**src/rtl/qual_pkg.sv**
```systemverilog
package qual_pkg;

  localparam int NUM_CHAN = 2;
  localparam int CH_CLEAR = 0;
  localparam int CH_GATE  = 1;

  typedef enum logic [1:0] {
    ST_IDLE    = 2'd0,
    ST_ACTIVE  = 2'd1,
    ST_RELEASE = 2'd2
  } chanState_t;

  // Strobes from control to the counter datapath of one channel
  typedef struct packed {
    logic qualInc;
    logic qualZero;
    logic holdInc;
    logic holdZero;
  } cntStrobe_t;

endpackage

```
**src/rtl/qual_datapath.sv**
```systemverilog
module qual_datapath
  import qual_pkg::*;
#(
  parameter int SYNC_STAGES = 2,
  parameter int QUAL_CYCLES = 4000,
  parameter int HOLD_CYCLES = 100000,
  parameter int NUM_DEC     = 2
) (
  input  logic                           clk,
  input  logic                           rstN,
  input  logic [NUM_CHAN-1:0]            rawIn,
  input  cntStrobe_t [NUM_CHAN-1:0]      strobe,
  input  logic                           gateActive,
  input  logic [NUM_DEC-1:0]             decisionIn,
  output logic [NUM_CHAN-1:0]            syncLevel,
  output logic [NUM_CHAN-1:0]            qualDone,
  output logic [NUM_CHAN-1:0]            holdDone,
  output logic [NUM_DEC-1:0]             decisionOut
);

  localparam int QW = (QUAL_CYCLES > 1) ? $clog2(QUAL_CYCLES) : 1;
  localparam int HW = (HOLD_CYCLES > 1) ? $clog2(HOLD_CYCLES) : 1;
  localparam logic [QW-1:0] QUAL_LAST = QW'(QUAL_CYCLES - 1);
  localparam logic [HW-1:0] HOLD_LAST = HW'(HOLD_CYCLES - 1);

  for (genvar c = 0; c < NUM_CHAN; c++) begin : g_chan
    logic [SYNC_STAGES-1:0] pipe;
    logic [QW-1:0]          qualCnt;
    logic [HW-1:0]          holdCnt;

    always_ff @(posedge clk or negedge rstN) begin
      if (!rstN) begin
        pipe    <= '0;
        qualCnt <= '0;
        holdCnt <= '0;
      end else begin
        pipe <= {pipe[SYNC_STAGES-2:0], rawIn[c]};
        if (strobe[c].qualZero)      qualCnt <= '0;
        else if (strobe[c].qualInc)  qualCnt <= qualCnt + 1'b1;
        if (strobe[c].holdZero)      holdCnt <= '0;
        else if (strobe[c].holdInc)  holdCnt <= holdCnt + 1'b1;
      end
    end

    assign syncLevel[c] = pipe[SYNC_STAGES-1];
    assign qualDone[c]  = (qualCnt == QUAL_LAST);
    assign holdDone[c]  = (holdCnt == HOLD_LAST);
  end

  // Gate override of the pass/fail decisions
  assign decisionOut = gateActive ? '0 : decisionIn;

endmodule

```
**src/rtl/qual_control.sv**
```systemverilog
module qual_control
  import qual_pkg::*;
(
  input  logic                      clk,
  input  logic                      rstN,
  input  logic [NUM_CHAN-1:0]       syncLevel,
  input  logic [NUM_CHAN-1:0]       qualDone,
  input  logic [NUM_CHAN-1:0]       holdDone,
  output cntStrobe_t [NUM_CHAN-1:0] strobe,
  output logic [NUM_CHAN-1:0]       chanActive
);

  for (genvar c = 0; c < NUM_CHAN; c++) begin : g_fsm
    chanState_t stateQ, stateD;
    cntStrobe_t st;

    always_comb begin
      stateD = stateQ;
      st     = '0;
      unique case (stateQ)
        ST_IDLE: begin
          st.holdZero = 1'b1;
          if (!syncLevel[c]) begin
            st.qualZero = 1'b1;        // any low sample restarts qualify
          end else if (qualDone[c]) begin
            st.qualZero = 1'b1;
            stateD      = ST_ACTIVE;
          end else begin
            st.qualInc  = 1'b1;
          end
        end
        ST_ACTIVE: begin
          st.qualZero = 1'b1;
          st.holdZero = 1'b1;
          if (!syncLevel[c]) stateD = ST_RELEASE;
        end
        ST_RELEASE: begin
          st.qualZero = 1'b1;
          if (syncLevel[c]) begin
            st.holdZero = 1'b1;        // re-assertion cancels release
            stateD      = ST_ACTIVE;
          end else if (holdDone[c]) begin
            st.holdZero = 1'b1;
            stateD      = ST_IDLE;
          end else begin
            st.holdInc  = 1'b1;
          end
        end
        default: stateD = ST_IDLE;
      endcase
    end

    always_ff @(posedge clk or negedge rstN) begin
      if (!rstN) stateQ <= ST_IDLE;
      else       stateQ <= stateD;
    end

    assign strobe[c]     = st;
    assign chanActive[c] = (stateQ != ST_IDLE);
  end

endmodule

```
**src/rtl/ctrl_input_qualifier.sv**
```systemverilog
module ctrl_input_qualifier
  import qual_pkg::*;
#(
  parameter int SYNC_STAGES = 2,
  parameter int QUAL_CYCLES = 4000,
  parameter int HOLD_CYCLES = 100000,
  parameter int NUM_DEC     = 2
) (
  input  logic               clk,
  input  logic               rstN,
  input  logic               rawClear,
  input  logic               rawGate,
  input  logic [NUM_DEC-1:0] decisionIn,
  output logic               counterClear,
  output logic [NUM_DEC-1:0] decisionOut
);

  logic [NUM_CHAN-1:0]       rawIn;
  logic [NUM_CHAN-1:0]       syncLevel;
  logic [NUM_CHAN-1:0]       qualDone;
  logic [NUM_CHAN-1:0]       holdDone;
  logic [NUM_CHAN-1:0]       chanActive;
  cntStrobe_t [NUM_CHAN-1:0] strobe;

  assign rawIn[CH_CLEAR] = rawClear;
  assign rawIn[CH_GATE]  = rawGate;

  qual_control u_ctrl (
    .clk        (clk),
    .rstN       (rstN),
    .syncLevel  (syncLevel),
    .qualDone   (qualDone),
    .holdDone   (holdDone),
    .strobe     (strobe),
    .chanActive (chanActive)
  );

  qual_datapath #(
    .SYNC_STAGES (SYNC_STAGES),
    .QUAL_CYCLES (QUAL_CYCLES),
    .HOLD_CYCLES (HOLD_CYCLES),
    .NUM_DEC     (NUM_DEC)
  ) u_dp (
    .clk         (clk),
    .rstN        (rstN),
    .rawIn       (rawIn),
    .strobe      (strobe),
    .gateActive  (chanActive[CH_GATE]),
    .decisionIn  (decisionIn),
    .syncLevel   (syncLevel),
    .qualDone    (qualDone),
    .holdDone    (holdDone),
    .decisionOut (decisionOut)
  );

  assign counterClear = chanActive[CH_CLEAR];

endmodule

```
**config.mk**
```make
export PLATFORM = sky130hd
export DESIGN_NAME = ctrl_input_qualifier
export DESIGN_NICKNAME = d
export VERILOG_FILES = /design/src/rtl/qual_pkg.sv /design/src/rtl/qual_datapath.sv /design/src/rtl/qual_control.sv /design/src/rtl/ctrl_input_qualifier.sv
export SDC_FILE = /design/constraint.sdc
export NUM_CORES = 1
export LEC_CHECK = 0
export CAP_MARGIN = 10
export CORE_ASPECT_RATIO = 1.2
export CORE_MARGIN = 8
export CORE_UTILIZATION = 50
export DETAILED_ROUTE_END_ITERATION = 7
export GPL_TIMING_DRIVEN = 0
export PLACE_DENSITY = 0.77
export SLEW_MARGIN = 20
export SYNTH_ARGS = -nofsm -noshare
export SYNTH_HDL_FRONTEND = slang
export SYNTH_SLANG_ARGS = --single-unit
```
**constraint.sdc**
```tcl
create_clock -name clk -period 2.25 [get_ports clk]
set_input_delay 0.225 -clock clk [delete_from_list [all_inputs] [get_ports clk]]
set_output_delay 0.225 -clock clk [all_outputs]
set_load 0.01 [all_outputs]
```
## After elaboration in Yosys (flattened, before gate mapping)

Index checks and enable logic that the tools add are counted.

| word-level totals | value |
|---|---|
| bits in registers | 66 |
| input port bits | 6 |
| output and inout port bits | 3 |
| word-level logic and storage cells | 87 |

| cells by class | value |
|---|---|
| $add $sub $neg | 4 |
| equality and inequality tests | 16 |
| multiplexer cells | 45 |
| reductions and logical operators | 14 |

Operators by type and width:

| operator | number |
|---|---|
| $mux W17 | 4 |
| $mux W12 | 4 |
| $add A17 B1 Y17 const B | 2 |
| $eq A17 B17 Y1 const B | 2 |
| $add A12 B1 Y12 const B | 2 |
| $eq A12 B12 Y1 const B | 2 |
| $mux W2 | 11 |
| $mux W1 | 20 |
| $pmux W2 S3 | 2 |
| $reduce_bool A2 Y1 | 6 |
| $ne A2 B2 Y1 const B | 4 |
| $pmux W1 S2 | 4 |
| $reduce_and A4 Y1 | 2 |
| $reduce_or A2 Y1 | 4 |
| $ne A3 B2 Y1 const B | 2 |
| $eq A2 B1 Y1 const B | 2 |
| $eq A2 B2 Y1 const B | 2 |
| $logic_not A2 Y1 | 2 |
| $ne A2 B1 Y1 const B | 2 |

## Depth between registers and ports, before layout

| depth | value |
|---|---|
| word-level depth | 6 |
| mapped depth | 9 |

## Cells and area by module

From an unflattened synthesis, not the netlist that was laid out.

| unflattened totals | value |
|---|---|
| cells, all modules | 375 |
| area total of the unflattened synthesis | 3552.2 sq um |

By module, submodules not included:

| module | times used | cells an instance | area each (sq um) |
|---|---|---|---|
| qual_datapath | 1 | 318 | 3049.2 |
| qual_control | 1 | 57 | 503.0 |

## Least setup slack after synthesis

Ideal clock, no wire load.

| path | value |
|---|---|
| path type | register to register |
| start | register u_ctrl.g_fsm[1].stateQ[0] |
| end | register u_dp.g_chan[1].holdCnt[11] |
| setup time | 0.128 ns |
| arrival | 1.709 ns |
| required time | 2.122 ns |
| path slack | 0.413 ns |
| cell stages (with the launch flop) | 10 |
| buffers on the path | 2 |
| clock period less this slack | 1.837 ns |
| path through | dfrtp_1 > inv_1 > ha_1 > clkbuf_1 > a211oi_1 > or2_2 > o31a_1 > buf_6 > a31oi_1 > o31ai_1 |

| between the ends | value |
|---|---|
| word-level cells in the longest chain between the ends | 4 |

Ends and longest elaborated chain:

| what | line | source |
|---|---|---|
| start: declaration | qual_control.sv:14 | `chanState_t stateQ, stateD;` |
| start signal: assignment | qual_control.sv:55 | `else stateQ <= stateD;` |
| $eq A2 B1 Y1 / $logic_not A2 Y1 (equally long branches) | qual_control.sv:20 | `unique case (stateQ)` |
| $reduce_or A2 Y1 (no source line) | - |  |
| $pmux W1 S2 | qual_control.sv:20 |  |
| $mux W17 / $reduce_bool A2 Y1 (equally long branches) | - |  |
| end signal: assignment | qual_datapath.sv:41 | `else if (strobe[c].holdInc) holdCnt <= holdCnt + 1'b1;` |
| end: declaration | qual_datapath.sv:29 | `logic [HW-1:0] holdCnt;` |

Parallel ways exist; a longest one is shown, timed or not.
A chain may end at the register's enable or synchronous reset.

## Worst setup path in the final report

| path | value |
|---|---|
| start | register u_ctrl.g_fsm[1].stateQ[0] |
| end | output decisionOut[1] |

| between the ends | value |
|---|---|
| word-level cells in the longest chain between the ends | 2 |

Ends and longest elaborated chain:

| what | line | source |
|---|---|---|
| $reduce_bool A2 Y1 | qual_control.sv:59 | `assign chanActive[c] = (stateQ != ST_IDLE);` |
| $mux W2 | qual_datapath.sv:51 | `assign decisionOut = gateActive ? '0 : decisionIn;` |
| end: declaration | ctrl_input_qualifier.sv:15 | `output logic [NUM_DEC-1:0] decisionOut` |

Every way passes these cells.

==> report_table.html <==
<table>
<tr><th>Metric</th><th>Value</th></tr>
<tr><th colspan="2">Global routing</th></tr>
<tr><td>Global route overflow</td><td>0</td></tr>
<tr><td>Via count of the first global-routing pass</td><td>2881</td></tr>
<tr><td>Pin count of the biggest net entering global routing</td><td>49</td></tr>
<tr><td>Antenna violations before repair</td><td>0</td></tr>
<tr><td>Global-route wire length before repair</td><td>12.3 mm</td></tr>
<tr><td>GRT Util Overall</td><td>0.146</td></tr>
<tr><th colspan="2">Worst setup path</th></tr>
<tr><td>Data arrival time of the worst path</td><td>1.86 ns</td></tr>
<tr><td>Kind of critical path</td><td>reg -&gt; out</td></tr>
<tr><td>Sort of element at the end of the critical path</td><td>primary output</td></tr>
<tr><td>Start point of the critical path</td><td>u_ctrl.g_fsm[1].stateQ[0]</td></tr>
<tr><td>Maximum fanout along the worst path</td><td>10</td></tr>
<tr><td>Required time worst endpoint</td><td>2.03 ns</td></tr>
<tr><td>CP Launch Type</td><td>flop</td></tr>
<tr><td>Reg-to-reg critical path startpoint</td><td>u_ctrl.g_fsm[1].stateQ[0]</td></tr>
<tr><th colspan="2">Clock network</th></tr>
<tr><td>H-tree level count</td><td>3</td></tr>
<tr><td>Insertion delay of the later-clocked pin in the worst-skew pair</td><td>0.33 ns</td></tr>
<tr><td>Num CTS Buffers</td><td>9</td></tr>
<tr><td>Clock tree root buffer cell</td><td>sky130_fd_sc_hd__clkbuf_8</td></tr>
<tr><td>Buffers from clock root to sink, at most</td><td>2</td></tr>
<tr><td>Clock edge transition at the registers on the reported setup and hold paths</td><td>0.07 ns</td></tr>
<tr><td>Number of post-CTS setup repair buffers</td><td>0</td></tr>
<tr><td>CTS tree</td><td>yes</td></tr>
<tr><td>Number of clock sinks</td><td>66</td></tr>
<tr><th colspan="2">STA</th></tr>
<tr><td>Largest clock skew in the final design</td><td>0.00969 ns</td></tr>
<tr><td>RSZ-0062 raised after global routing</td><td>false</td></tr>
<tr><td>Crit path time final</td><td>2.08 ns</td></tr>
<tr><td>Max-slew headroom</td><td>0.723</td></tr>
<tr><td>Period utilization</td><td>0.925</td></tr>
<tr><td>Final setup viols</td><td>0</td></tr>
<tr><td>Highest clock frequency the design can meet</td><td>480 MHz</td></tr>
<tr><td>Fin. max-slew vios</td><td>0</td></tr>
<tr><td>Final hold viol count</td><td>0</td></tr>
<tr><td>Summed negative setup slack over all endpoints</td><td>0 ns</td></tr>
<tr><td>Worst-Margin Slew</td><td>0.416 ns</td></tr>
<tr><th colspan="2">Placement</th></tr>
<tr><td>Placer congestion estimate</td><td>0.797</td></tr>
<tr><td>Cell area after placement</td><td>3900 µm²</td></tr>
<tr><td>Hpwl dp</td><td>4.94 mm</td></tr>
<tr><td>Port Buffers</td><td>8</td></tr>
<tr><th colspan="2">Worst hold path</th></tr>
<tr><td>Min-Delay Path Class</td><td>in -&gt; async</td></tr>
<tr><th colspan="2">Cells and area</th></tr>
<tr><td>Synth-to-Final Area Change</td><td>11.2%</td></tr>
<tr><td>FILL cells</td><td>634</td></tr>
<tr><td>Post-layout nets</td><td>436</td></tr>
<tr><td>Diodes inserted</td><td>0</td></tr>
<tr><td>Ratio of cells with drive above 1 in the final layout</td><td>0.0879</td></tr>
<tr><td>Final cell utilization of the core</td><td>0.570</td></tr>
<tr><td>Final instance area</td><td>4100 µm²</td></tr>
<tr><th colspan="2">Power</th></tr>
<tr><td>Power density of the placed cells</td><td>545 nW/µm²</td></tr>
<tr><td>Leakage power</td><td>1.82 nW</td></tr>
<tr><td>IR Drop Worst-Case VDD</td><td>348 µV</td></tr>
<tr><th colspan="2">Logic synthesis</th></tr>
<tr><td>Post-synthesis sequential area ratio</td><td>0.448</td></tr>
<tr><td>Mean Syn Cell Area</td><td>9.31 µm²</td></tr>
<tr><td>Cell count after synthesis</td><td>396</td></tr>
<tr><td>Synthesized Nets</td><td>416</td></tr>
<tr><td>Number of warnings issued by yosys</td><td>0</td></tr>
<tr><td>Netlist area before placement</td><td>3690 µm²</td></tr>
<tr><td>Post-synth cell types</td><td>51</td></tr>
<tr><td>Number of storage elements in the synthesis netlist</td><td>66</td></tr>
<tr><th colspan="2">Floorplan</th></tr>
<tr><td>Area inside the core boundary</td><td>7190 µm²</td></tr>
<tr><td>Initial Utilization</td><td>0.513</td></tr>
<tr><td>Die Wd</td><td>94.4 µm</td></tr>
<tr><td>Vertical extent of the die</td><td>110 µm</td></tr>
<tr><td>Die area</td><td>10400 µm²</td></tr>
<tr><td>Placement Rows</td><td>34</td></tr>
<tr><td>Top-Level Pins</td><td>9</td></tr>
<tr><th colspan="2">Detailed routing</th></tr>
<tr><td>Drt first-iter violations</td><td>155</td></tr>
<tr><td>DRC viols</td><td>0</td></tr>
<tr><td>Count of antenna-violating nets left after detailed routing</td><td>0</td></tr>
<tr><td>Number of vias in the routed layout</td><td>2882</td></tr>
<tr><td>Routed WL per cell</td><td>13.7 µm</td></tr>
<tr><td>Via count normalized by instance count</td><td>5.64</td></tr>
<tr><td>First-pass iteration count of the detailed router</td><td>5</td></tr>
<tr><td>Total wirelength of the detailed-routed design</td><td>7.00 mm</td></tr>
<tr><th colspan="2">Status</th></tr>
<tr><td>Run status</td><td>finished clean</td></tr>
<tr><th colspan="2">Flow run</th></tr>
<tr><td>Max-cap violation count</td><td>0</td></tr>
</table>
cell families (layout without fill, tap and decap cells):
kind of cell | Yosys count | after routing | synth area share
muxes | 5 | 5 | 0.0139
adders and majority gates | 14 | 14 | 0.0475
AOI/OAI and AO/OA | 52 | 52 | 0.0927
buffers and inverters | 30 | 55 | 0.0367
xor gates and xnor gates | 34 | 34 | 0.0808
and+or+nand+nor | 195 | 195 | 0.280
DFF | 66 | 66 | 0.448
synthesized netlist by cell type, drive strengths merged:
library cell	instances	area (µm²)
dfrtp	66	1650
nor2	61	231
nand2	31	116
nand3	30	150
xor2	21	184
and3	20	125
inv	20	75.1
nand4	15	106
a21oi	14	70.1
ha	14	175
xnor2	13	114
o21ai	10	53.8
a31oi	6	37.5
buf	6	45.0
and4	5	43.8
and4b	5	50.1
and2	4	25.0
clkbuf	4	15.0
mux2i	4	40.0
a22o	3	26.3
and4bb	3	37.5
nand2b	3	18.8
nor3	3	15.0
nor4	3	18.8
nor4b	3	32.5
o22ai	3	18.8
or2	3	18.8
a211oi	2	15.0
a21o	2	15.0
nor2b	2	12.5
o21bai	2	15.0
o311ai	2	17.5
or4	2	15.0
a22oi	1	7.51
a2bb2oi	1	8.76
a311oi	1	15.0
a31o	1	8.76
and3b	1	8.76
mux2	1	11.3
nand3b	1	7.51
o21a	1	7.51
o2bb2ai	1	8.76
o31a	1	8.76
o31ai	1	7.51
state kept, by name, summed over array words and instances (netlist names):
register and cells:
u_ctrl.g_fsm.stateQ 4, u_dp.g_chan.pipe 4, u_dp.g_chan.holdCnt 34, u_dp.g_chan.qualCnt 24
routing by layer:
| metal | track usage | wire [µm] | up-vias | part of all wire |
|---|---|---|---|---|
| met5 | 0 | 0 | - | 0 |
| met4 | 0.0647 | 95 | 0 | 0.014 |
| met3 | 0.0359 | 219 | 10 | 0.031 |
| met2 | 0.251 | 3540 | 47 | 0.51 |
| met1 | 0.168 | 3140 | 1391 | 0.45 |
| li1 | - | - | 1434 | - |
cell type report:
class / instances / area (µm²) / area share
repair buffers: 10 / 115 / 0.0281
clock buffers: 10 / 128 / 0.0311
multi-input cells: 300 / 1900 / 0.464
inverters: 20 / 75.1 / 0.0183
clock inverters: 6 / 57.6 / 0.0140
flip-flops and latches: 66 / 1650 / 0.403
plain buffers: 9 / 56.3 / 0.0137
well taps: 90 / 113 / 0.0275
where the power goes:
part / internal, W / switching, W
combinational: 0.0000336 / 0.0000472
clock: 0.000504 / 0.000440
sequential: 0.00120 / 0.00000975
total: 0.00173 / 0.000497
metrics by stage:
stage                     total power [W]  cells  worst slack, ns  hold WS (ns)
after detailed placement          0.00131    495           0.0938         0.125
final                             0.00223    511            0.169         0.311
after CTS                         0.00227    511           0.0594         0.310
after global placement            0.00130    494            -1.15         0.335
after floorplan                   0.00126    396            0.413       -0.0706
after global routing              0.00231    511           0.0406         0.315
path summary, 6_finish.rpt:
path	to	slack [ns]	cells past startpoint
worst max-delay path	decisionOut[1]	0.17	4
worst min-delay path	u_dp.g_chan[0].holdCnt[10]	0.31	2
worst max register to register	u_dp.g_chan[1].holdCnt[5]	0.22	7
worst min register to register	u_dp.g_chan[0].pipe[1]	0.35	0
max in group asynchronous	u_dp.g_chan[1].qualCnt[4]	1.43	3
min in group clk	u_dp.g_chan[1].pipe[0]	0.32	1
layout by cell type (no fill, tap or decap), types with 4 or more instances in the layout:
cell type / synthesis / final
sky130_fd_sc_hd__a21oi_1: 14 / 14
sky130_fd_sc_hd__a31oi_1: 6 / 6
sky130_fd_sc_hd__and2_1: 4 / 4
sky130_fd_sc_hd__and3_1: 20 / 20
sky130_fd_sc_hd__and4_1: 5 / 5
sky130_fd_sc_hd__and4b_1: 5 / 5
sky130_fd_sc_hd__clkbuf_1: 4 / 4
sky130_fd_sc_hd__clkbuf_8: 0 / 9
sky130_fd_sc_hd__clkdlybuf4s50_1: 0 / 7
sky130_fd_sc_hd__clkinv_2: 0 / 4
sky130_fd_sc_hd__dfrtp_1: 66 / 66
sky130_fd_sc_hd__ha_1: 14 / 13
sky130_fd_sc_hd__inv_1: 20 / 20
sky130_fd_sc_hd__mux2i_1: 4 / 4
sky130_fd_sc_hd__nand2_1: 31 / 31
sky130_fd_sc_hd__nand3_1: 30 / 30
sky130_fd_sc_hd__nand4_1: 13 / 13
sky130_fd_sc_hd__nor2_1: 60 / 60
sky130_fd_sc_hd__o21ai_0: 9 / 9
sky130_fd_sc_hd__xnor2_1: 13 / 13
sky130_fd_sc_hd__xor2_1: 21 / 21
critical path: stages, from the launching register on:
cell and delay, ns:
sky130_fd_sc_hd__dfrtp_1 0.44, sky130_fd_sc_hd__inv_1 0.13, sky130_fd_sc_hd__ha_2 0.28, sky130_fd_sc_hd__and2_1 0.14, sky130_fd_sc_hd__clkdlybuf4s50_1 0.53
repair_timing:
item                       CTS  global route
hold buffers                 1             0
hold endpoints to repair    18             0
setup endpoints to repair    2             2
resized for setup            0             1
(Power assumes the default switching activity.)
